**src/rtl/i2cm_pkg.sv**
```systemverilog
// Shared definitions for the I2C byte master: register addresses,
// control and status bit positions, and the bit-engine state type.
package i2cm_pkg;
    localparam int REG_AW = 2;
    localparam logic [REG_AW-1:0] A_CTRL = 2'd0;
    localparam logic [REG_AW-1:0] A_STAT = 2'd1;
    localparam logic [REG_AW-1:0] A_DATA = 2'd2;
    localparam logic [REG_AW-1:0] A_BMON = 2'd3;

    // control bit positions
    localparam int C_START = 0;
    localparam int C_STOP  = 1;
    localparam int C_NAK   = 2;
    localparam int C_XFER  = 3;
    localparam int C_SCLEN = 5;
    localparam int C_UEN   = 6;
    localparam int C_ALIE  = 12;
    localparam int C_URST  = 14;

    // status bit positions
    localparam int S_RW    = 0;
    localparam int S_ACK   = 1;
    localparam int S_UBSY  = 2;
    localparam int S_BBSY  = 3;
    localparam int S_ALOST = 5;
    localparam int S_TXD   = 6;
    localparam int S_RXF   = 7;
    localparam int S_BERR  = 10;

    typedef enum logic [3:0] {
        E_IDLE, E_RS_LOW, E_ST_HIGH, E_ST_SDA, E_BIT_LOW, E_BIT_HIGH,
        E_SP_LOW, E_SP_HIGH, E_SP_REL, E_WAIT_FREE
    } eng_state_t;
endpackage

```
**src/rtl/i2cm_sync_mon.sv**
```systemverilog
// Line monitor: brings the sensed SCL/SDA levels into the clock domain
// with two flops each and tracks bus ownership by watching START and STOP
// conditions. Assumes the lines change slower than two clock periods.
module i2cm_sync_mon (
    input  logic clk,
    input  logic rst_n,
    input  logic scl_in,
    input  logic sda_in,
    output logic scl_s,
    output logic sda_s,
    output logic bus_busy
);
    logic scl_m, sda_m, sda_prev, scl_prev, busy_q;

    // two-stage synchronizer plus previous-sample registers
    always_ff @(posedge clk) begin
        if (!rst_n) begin
            scl_m <= 1'b1; sda_m <= 1'b1;
            scl_s <= 1'b1; sda_s <= 1'b1;
            scl_prev <= 1'b1; sda_prev <= 1'b1;
        end else begin
            scl_m <= scl_in; sda_m <= sda_in;
            scl_s <= scl_m;  sda_s <= sda_m;
            scl_prev <= scl_s; sda_prev <= sda_s;
        end
    end

    // bus busy: set on SDA fall with SCL high, cleared on SDA rise with SCL high
    always_ff @(posedge clk) begin
        if (!rst_n) busy_q <= 1'b0;
        else if (scl_s && scl_prev && sda_prev && !sda_s) busy_q <= 1'b1;
        else if (scl_s && scl_prev && !sda_prev && sda_s) busy_q <= 1'b0;
    end

    assign bus_busy = busy_q;


    busy_rise_chk: assert property (@(posedge clk) disable iff (!rst_n)
        $rose(busy_q) |-> $past(scl_s && !sda_s));
endmodule

```
**src/rtl/i2cm_byte_engine.sv**
```systemverilog
// Bit engine: on a go pulse it moves one byte on the bus, optionally
// preceded by a (repeated) START and followed by a STOP. SCL phases are
// timed by a counter; the high phase waits for the synchronized SCL to be
// high. On a lost bit it releases the bus, waits for the bus to be free and
// retries the START and byte. Assumes go arrives only while idle.
module i2cm_byte_engine
    import i2cm_pkg::*;
#(
    parameter int PHASE_CLKS = 8
) (
    input  logic       clk,
    input  logic       rst_n,
    input  logic       soft_rst,
    input  logic       go,
    input  logic       do_start,
    input  logic       do_stop,
    input  logic       do_read,
    input  logic       send_nak,
    input  logic [7:0] tx_byte,
    input  logic       scl_s,
    input  logic       sda_s,
    input  logic       bus_busy,
    output logic       scl_low,
    output logic       sda_low,
    output logic       done,
    output logic       arb_lost,
    output logic       ack_bit,
    output logic [7:0] rx_byte
);
    localparam int CW = $clog2(PHASE_CLKS + 1);
    localparam logic [CW-1:0] LAST = CW'(PHASE_CLKS - 1);

    eng_state_t state_q;
    logic [CW-1:0] cnt_q;
    logic [3:0] bit_q;
    logic [7:0] shift_q, byte_q;
    logic hold_q, stop_q, rd_q, nak_q, done_q, arb_q, ack_q;
    logic cnt_run, adv, bit_val;

    // counter pauses in high phases until SCL is really high (stretching)
    assign cnt_run = !((state_q == E_BIT_HIGH || state_q == E_ST_HIGH) && !scl_s);
    assign adv = cnt_run && (cnt_q == LAST);

    // value this master wants on SDA for the current bit (1 = released)
    always_comb begin
        if (bit_q < 4'd8) bit_val = rd_q ? 1'b1 : shift_q[7];
        else              bit_val = rd_q ? nak_q : 1'b1;
    end

    // pin drive per state
    always_comb begin
        scl_low = 1'b0;
        sda_low = 1'b0;
        case (state_q)
            E_IDLE:     scl_low = hold_q;
            E_RS_LOW:   scl_low = 1'b1;
            E_ST_SDA:   sda_low = 1'b1;
            E_BIT_LOW:  begin scl_low = 1'b1; sda_low = !bit_val; end
            E_BIT_HIGH: sda_low = !bit_val;
            E_SP_LOW:   begin scl_low = 1'b1; sda_low = 1'b1; end
            E_SP_HIGH:  sda_low = 1'b1;
            default:    ;
        endcase
    end

    // sequencer: phase counting, bit shifting, arbitration and retry
    always_ff @(posedge clk) begin
        if (!rst_n || soft_rst) begin
            state_q <= E_IDLE; cnt_q <= '0; bit_q <= '0;
            shift_q <= '0; byte_q <= '0; hold_q <= 1'b0;
            stop_q <= 1'b0; rd_q <= 1'b0; nak_q <= 1'b0;
            done_q <= 1'b0; arb_q <= 1'b0; ack_q <= 1'b0;
        end else begin
            done_q <= 1'b0;
            arb_q  <= 1'b0;
            if (state_q != E_IDLE && state_q != E_WAIT_FREE && cnt_run)
                cnt_q <= adv ? '0 : cnt_q + 1'b1;
            case (state_q)
                E_IDLE: if (go) begin
                    cnt_q <= '0; bit_q <= '0;
                    shift_q <= tx_byte; byte_q <= tx_byte;
                    stop_q <= do_stop; rd_q <= do_read; nak_q <= send_nak;
                    if (!do_start)    state_q <= E_BIT_LOW;
                    else if (hold_q)  state_q <= E_RS_LOW;
                    else if (bus_busy) state_q <= E_WAIT_FREE;
                    else              state_q <= E_ST_HIGH;
                end
                E_RS_LOW:  if (adv) state_q <= E_ST_HIGH;
                E_ST_HIGH: if (adv) state_q <= E_ST_SDA;
                E_ST_SDA:  if (adv) state_q <= E_BIT_LOW;
                E_BIT_LOW: if (adv) state_q <= E_BIT_HIGH;
                E_BIT_HIGH: if (adv) begin
                    if (bit_q < 4'd8) begin
                        shift_q <= {shift_q[6:0], sda_s};
                        if (!rd_q && shift_q[7] && !sda_s) begin
                            arb_q <= 1'b1; hold_q <= 1'b0;
                            state_q <= E_WAIT_FREE;
                        end else begin
                            bit_q <= bit_q + 1'b1;
                            state_q <= E_BIT_LOW;
                        end
                    end else begin
                        ack_q <= sda_s;
                        if (stop_q) state_q <= E_SP_LOW;
                        else begin
                            hold_q <= 1'b1; done_q <= 1'b1;
                            state_q <= E_IDLE;
                        end
                    end
                end
                E_SP_LOW:  if (adv) state_q <= E_SP_HIGH;
                E_SP_HIGH: if (adv) state_q <= E_SP_REL;
                E_SP_REL:  if (adv) begin
                    hold_q <= 1'b0; done_q <= 1'b1; state_q <= E_IDLE;
                end
                E_WAIT_FREE: if (!bus_busy) begin
                    shift_q <= byte_q; bit_q <= '0; cnt_q <= '0;
                    state_q <= E_ST_HIGH;
                end
                default: state_q <= E_IDLE;
            endcase
        end
    end

    assign done     = done_q;
    assign arb_lost = arb_q;
    assign ack_bit  = ack_q;
    assign rx_byte  = shift_q;


    sda_steady_chk: assert property (@(posedge clk) disable iff (!rst_n)
        (state_q == E_BIT_HIGH && $past(state_q) == E_BIT_HIGH) |-> $stable(sda_low));

    arb_release_chk: assert property (@(posedge clk) disable iff (!rst_n)
        arb_q |-> (!scl_low && !sda_low));
endmodule

```
**src/rtl/i2c_byte_master.sv**
```systemverilog
// Register front end of the I2C byte master: control, status (write-one-
// to-clear flags), data buffer and pin monitor. A write of the transfer
// bit with the unit enabled launches one byte in the engine; its done
// pulse updates the flags and clears the transfer bit. Assumes a single
// register master issuing one write per strobe.
module i2c_byte_master
    import i2cm_pkg::*;
#(
    parameter int PHASE_CLKS = 8,
    parameter int DW = 16
) (
    input  logic          clk,
    input  logic          rst_n,
    input  logic [1:0]    reg_addr,
    input  logic          reg_wr,
    input  logic [DW-1:0] reg_wdata,
    output logic [DW-1:0] reg_rdata,
    output logic          irq,
    input  logic          scl_in,
    input  logic          sda_in,
    output logic          scl_pull,
    output logic          sda_pull
);
    logic start_q, stop_q, nak_q, xfer_q, sclen_q, uen_q, alie_q, urst_q;
    logic rw_q, ack_q, ubsy_q, alost_q, txd_q, rxf_q, berr_q;
    logic cur_rd_q, cur_stop_q;
    logic [7:0] data_q;
    logic scl_s, sda_s, bus_busy;
    logic e_done, e_arb, e_ack;
    logic [7:0] e_rx;
    logic ctrl_wr, stat_wr, go, go_rd;

    assign ctrl_wr = reg_wr && (reg_addr == A_CTRL);
    assign stat_wr = reg_wr && (reg_addr == A_STAT);
    assign go = ctrl_wr && reg_wdata[C_XFER] && reg_wdata[C_UEN] &&
                reg_wdata[C_SCLEN] && !reg_wdata[C_URST] && !xfer_q && !urst_q;
    assign go_rd = !reg_wdata[C_START] && rw_q;

    i2cm_sync_mon u_mon (
        .clk(clk), .rst_n(rst_n), .scl_in(scl_in), .sda_in(sda_in),
        .scl_s(scl_s), .sda_s(sda_s), .bus_busy(bus_busy)
    );

    i2cm_byte_engine #(.PHASE_CLKS(PHASE_CLKS)) u_eng (
        .clk(clk), .rst_n(rst_n), .soft_rst(urst_q), .go(go),
        .do_start(reg_wdata[C_START]), .do_stop(reg_wdata[C_STOP]),
        .do_read(go_rd), .send_nak(reg_wdata[C_NAK]), .tx_byte(data_q),
        .scl_s(scl_s), .sda_s(sda_s), .bus_busy(bus_busy),
        .scl_low(scl_pull), .sda_low(sda_pull), .done(e_done),
        .arb_lost(e_arb), .ack_bit(e_ack), .rx_byte(e_rx)
    );

    // control register and self-clearing transfer bit
    always_ff @(posedge clk) begin
        if (!rst_n) begin
            {start_q, stop_q, nak_q, sclen_q, uen_q, alie_q, urst_q} <= '0;
            xfer_q <= 1'b0; cur_rd_q <= 1'b0; cur_stop_q <= 1'b0;
        end else begin
            if (ctrl_wr) begin
                start_q <= reg_wdata[C_START]; stop_q <= reg_wdata[C_STOP];
                nak_q   <= reg_wdata[C_NAK];   sclen_q <= reg_wdata[C_SCLEN];
                uen_q   <= reg_wdata[C_UEN];   alie_q <= reg_wdata[C_ALIE];
                urst_q  <= reg_wdata[C_URST];
            end
            if (go) begin
                cur_rd_q <= go_rd; cur_stop_q <= reg_wdata[C_STOP];
            end
            if (urst_q)      xfer_q <= 1'b0;
            else if (go)     xfer_q <= 1'b1;
            else if (e_done) xfer_q <= 1'b0;
        end
    end

    // status flags: engine events set, write-one clears, unit reset wipes
    always_ff @(posedge clk) begin
        if (!rst_n || urst_q) begin
            {rw_q, ack_q, ubsy_q, alost_q, txd_q, rxf_q, berr_q} <= '0;
        end else begin
            if (go && reg_wdata[C_START]) begin
                rw_q <= data_q[0]; ubsy_q <= 1'b1;
            end else if (e_done && cur_stop_q) ubsy_q <= 1'b0;
            if (e_done) ack_q <= e_ack;
            if (e_arb) alost_q <= 1'b1;
            else if (stat_wr && reg_wdata[S_ALOST]) alost_q <= 1'b0;
            if (e_done && !cur_rd_q) txd_q <= 1'b1;
            else if (stat_wr && reg_wdata[S_TXD]) txd_q <= 1'b0;
            if (e_done && cur_rd_q) rxf_q <= 1'b1;
            else if (stat_wr && reg_wdata[S_RXF]) rxf_q <= 1'b0;
            if (e_done && !cur_rd_q && e_ack) berr_q <= 1'b1;
            else if (stat_wr && reg_wdata[S_BERR]) berr_q <= 1'b0;
        end
    end

    // data buffer: software load, or received byte on completion
    always_ff @(posedge clk) begin
        if (!rst_n) data_q <= '0;
        else if (e_done && cur_rd_q) data_q <= e_rx;
        else if (reg_wr && reg_addr == A_DATA) data_q <= reg_wdata[7:0];
    end

    // read multiplexer
    always_comb begin
        reg_rdata = '0;
        case (reg_addr)
            A_CTRL: begin
                reg_rdata[C_START] = start_q; reg_rdata[C_STOP] = stop_q;
                reg_rdata[C_NAK] = nak_q;     reg_rdata[C_XFER] = xfer_q;
                reg_rdata[C_SCLEN] = sclen_q; reg_rdata[C_UEN] = uen_q;
                reg_rdata[C_ALIE] = alie_q;   reg_rdata[C_URST] = urst_q;
            end
            A_STAT: begin
                reg_rdata[S_RW] = rw_q;       reg_rdata[S_ACK] = ack_q;
                reg_rdata[S_UBSY] = ubsy_q;   reg_rdata[S_BBSY] = bus_busy;
                reg_rdata[S_ALOST] = alost_q; reg_rdata[S_TXD] = txd_q;
                reg_rdata[S_RXF] = rxf_q;     reg_rdata[S_BERR] = berr_q;
            end
            A_DATA:  reg_rdata[7:0] = data_q;
            default: reg_rdata[1:0] = {scl_s, sda_s};
        endcase
    end

    assign irq = alie_q && alost_q;


    xfer_fall_chk: assert property (@(posedge clk) disable iff (!rst_n)
        $fell(xfer_q) |-> $past(e_done || urst_q));

    ubsy_hold_chk: assert property (@(posedge clk) disable iff (!rst_n)
        (ubsy_q && !e_done && !urst_q) |=> ubsy_q);

    urst_clear_chk: assert property (@(posedge clk) disable iff (!rst_n)
        urst_q |=> (!txd_q && !rxf_q && !alost_q && !berr_q && !xfer_q));

    idle_pins_chk: assert property (@(posedge clk) disable iff (!rst_n)
        (!uen_q && !xfer_q) |-> !scl_pull);
endmodule

```
**config.mk**
```make
export PLATFORM = sky130hd
export DESIGN_NAME = i2c_byte_master
export DESIGN_NICKNAME = d
export VERILOG_FILES = /design/src/rtl/i2cm_pkg.sv /design/src/rtl/i2cm_sync_mon.sv /design/src/rtl/i2cm_byte_engine.sv /design/src/rtl/i2c_byte_master.sv
export SDC_FILE = /design/constraint.sdc
export NUM_CORES = 1
export LEC_CHECK = 0
export BUFFER_PORTS_ARGS = -buffer_cell sky130_fd_sc_hd__buf_2
export CAP_MARGIN = 40
export CORE_MARGIN = 3
export CORE_UTILIZATION = 58
export CTS_CLUSTER_DIAMETER = 100
export DETAILED_ROUTE_END_ITERATION = 10
export PLACE_DENSITY = 0.8
export SKIP_LAST_GASP = 1
export SLEW_MARGIN = 20
export SYNTH_ARGS = -nofsm -noshare
export SYNTH_HDL_FRONTEND = slang
export SYNTH_SLANG_ARGS = --single-unit
```
**constraint.sdc**
```tcl
create_clock -name clk -period 2.22 [get_ports clk]
set_clock_uncertainty 0.1 [all_clocks]
set_input_delay 0.444 -clock clk [delete_from_list [all_inputs] [get_ports clk]]
set_output_delay 0.444 -clock clk [all_outputs]
set_load 0.03 [all_outputs]
```
==> impl_metrics.yaml <==
placed_design:
  gp_congestion: 0.902
  dpl_worst_slack_ns: 0.0780
  post_dp_cell_area_um2: 3720
  io_buffers: 31
  dpl.hpwl_mm: 5.70
setup_path:
  crit_slowest_cell: "a222oi_1"
  critPathBufInv: 4
  reg2regPathDepth: 6
  crit_start: "reg_addr[0]"
  cpMostUsedCell: "buf_2"
  max_stage_delay_ns: 0.26
  crit_path_start_kind: "primary input"
  endpoint_kind: "output pin"
  rrSetupSlack_ns: 0.26
  worstSetupPathType: "primary input to output pin"
  crit_chain: "buf_2, inv_1, ha_1, buf_4, a222oi_1, mux2i_1, buf_2"
  reg2reg_from: "u_eng.state_q[0]"
  crit_family: "buffers and inverters"
  crit_fanout: 9
  critPathRequiredTime_ns: 1.68
  r2r-end: "u_eng.byte_q[3]"
  crit_arrival_ns: 1.56
die:
  rows: 27
  dieArea_um2: 6990
  die_h_um: 83.6
  core-area_um2: 5680
  die_w_um: 83.6
  ios: 42
  start_util_pct: 61.6
detailed_routing:
  drt_iter0_markers: 233
  drc_errors: 0
  routedWlPerCell_um: 15.3
  vias: 3019
  routed_wirelength_mm: 7.83
  drtAntennaViolNets: 0
  firstDrtPassIters: 6
  viasPerCell: 5.90
synthesis:
  async_flop_share_pct: 0
  ys.flop_type: "dfxtp_1"
  syn_area_um2: 3490
  synth_warnings: 0
  synth_cell_type_count: 56
  ys_ff_latch: 67
  synth-edff-count: 0
  yosys.area.top_type_share_pct: 38.4
  avgSynthCellArea_um2: 8.69
  postSynthCellCount: 402
  synthTopCellsByArea: "dfxtp_1 38%, mux2i_1 6.3%, nand2_1 4.9%"
  ys_seq_area_share_pct: 38.4
  yosys.area.top_type: "dfxtp_1"
hold_path:
  min_to: "u_mon.scl_m"
  hold_path_startpoint: "scl_in"
  min_path_cells: 2
  hp-class: "primary input to flop"
sta:
  fin_crit_sh_pct: 94.9
  max_freq_mhz: 475
  setup_viol: 0
  min_period_ns: 2.11
  setup_ws_ns: 0.114
  drv_slew: 0
  slew_headroom_pct: 56.0
  finalSetupTns_ns: 0
  rsz0062_at_grt: "yes"
  hold_viol: 0
  tightestPinTransition_ns: 0.654
grt:
  grt_pass1_wl_mm: 13.8
  grt-ovfl-total: 0
  track_usage_pct: 24.0
  first_global_vias: 2903
  grt_max_degree: 24
  antenna_found_initial: 0
layout:
  area_delta_synth_final_pct: 11.8
  antenna_cells: 0
  layout_common_cells: "64 x dfxtp_1, 46 x nand2_1, 36 x nor2_1"
  final_common_cell: "dfxtp_1"
  fin_area_um2: 3910
  fin_nets: 464
  layout-drive-gt1-share_pct: 21.6
  utilization_pct: 68.8
  fillers: 460
clock_network:
  cts_tree: "yes"
  clock_sinks: 67
  root_buffer: "clkbuf_8"
  insertion_delay_ns: 0.34
  clk_pin_slew_ns: 0.07
  cts_buffer_depth: 2
  cts_max_level: 3
  cts_buffers: 9
pwr:
  peakVddDrop_uv: 849
  total_power_mw: 3.65
  power_leakage_nw: 1.62
  p_per_area_nw_per_um2: 935
job:
  drv_cap: 0
outcome:
  status: "finished, final reports clean"
worst register-to-register path: cells and delay by family, from the launching register on:
kind	cells	cell delay (ns)
buffers and inverters	2	0.42
muxes	1	0.23
DFF	1	0.42
and+or+nand+nor	3	0.68
metrics by stage:
stage / instances / hold slack [ns]
after floorplan: 406 / 0.286
after global placement: 496 / 0.288
after detailed placement: 496 / 0.306
after CTS: 512 / 0.172
after global routing: 512 / 0.182
final: 512 / 0.181
registers in the layout, summed over array words and instances (netlist names), 4 cells and up:
register and count:
u_eng.bit_q 4, u_eng.cnt_q 4, data_q 8, u_eng.state_q 4, u_eng.rx_byte 8, u_eng.byte_q 8
power breakdown:
part           internal, mW  total, mW  switching, mW
registers              1.29       1.41          0.116
clock network         0.434      0.892          0.458
logic                 0.599       1.35          0.754
synthesized netlist by cell type (all sizes together) (3+ instances only):
| cell | n |
|---|---|
| nand2b | 10 |
| ha | 6 |
| nand3 | 22 |
| inv | 7 |
| nor3b | 4 |
| mux2i | 22 |
| a22oi | 3 |
| a21oi | 32 |
| nor2b | 9 |
| clkbuf | 14 |
| nor4 | 3 |
| nor3 | 5 |
| a211oi | 8 |
| nand4 | 4 |
| dfxtp | 67 |
| buf | 20 |
| o211a | 8 |
| nand2 | 46 |
| a31oi | 3 |
| nor2 | 40 |
| a21boi | 7 |
| o21ai | 10 |
| a22o | 9 |
| and2 | 9 |
| a222oi | 6 |
final cells by class:
cell class              count  area, um2  share of cell area (%)
inverters                   7       26.3                   0.673
well taps                  72       90.1                    2.31
multi-input cells         298       1950                    50.0
clock inverters             4       26.3                   0.673
flip-flops and latches     67       1350                    34.5
clock buffers              12        145                    3.72
repair buffers             52        317                    8.11
metal layers:
metal  track usage [%]  part of all wire [%]  wire [um]  vias to the layer above
met1              31.8                    47       3650                     1428
met4              10.1                   2.0        156                        0
met3              4.94                   5.3        415                       13
met5                 0                     0          0                        -
li1                  -                     -          -                     1490
met2              37.7                    46       3610                       88
worst max path at each step:
| stage | endpoint | slack, ns | depth (start not counted) |
|---|---|---|---|
| 6_report | reg_rdata[1] | 0.11 | 7 |
| 5_1_grt | sda_pull | -0.007 | 4 |
| 4_1_cts | sda_pull | 0.005 | 5 |
| 3_5_place_dp | reg_rdata[1] | 0.08 | 6 |
| 3_3_place_gp | reg_rdata[0] | 0.11 | 6 |
| 2_1_floorplan | reg_rdata[0] | 0.11 | 5 |
what timing repair did:
action,CTS,global route
resized for setup,2,5
endpoints found under the hold margin,0,0
buffers inserted,0,0
gates cloned,0,0
pin swaps,0,2
setup endpoints to repair,2,3
hold buffers,0,0
logic make-up after synthesis:
| family | share of synthesized area (%) |
|---|---|
| AOI/OAI and AO/OA | 22.1 |
| xor gates and xnor gates | 0.502 |
| adders and majority gates | 2.15 |
| buffers and inverters | 6.55 |
| DFF | 38.4 |
| muxes | 6.30 |
| other | 0.107 |
| and+or+nand+nor | 23.9 |
Note: power is estimated with default switching activity, not from simulation.
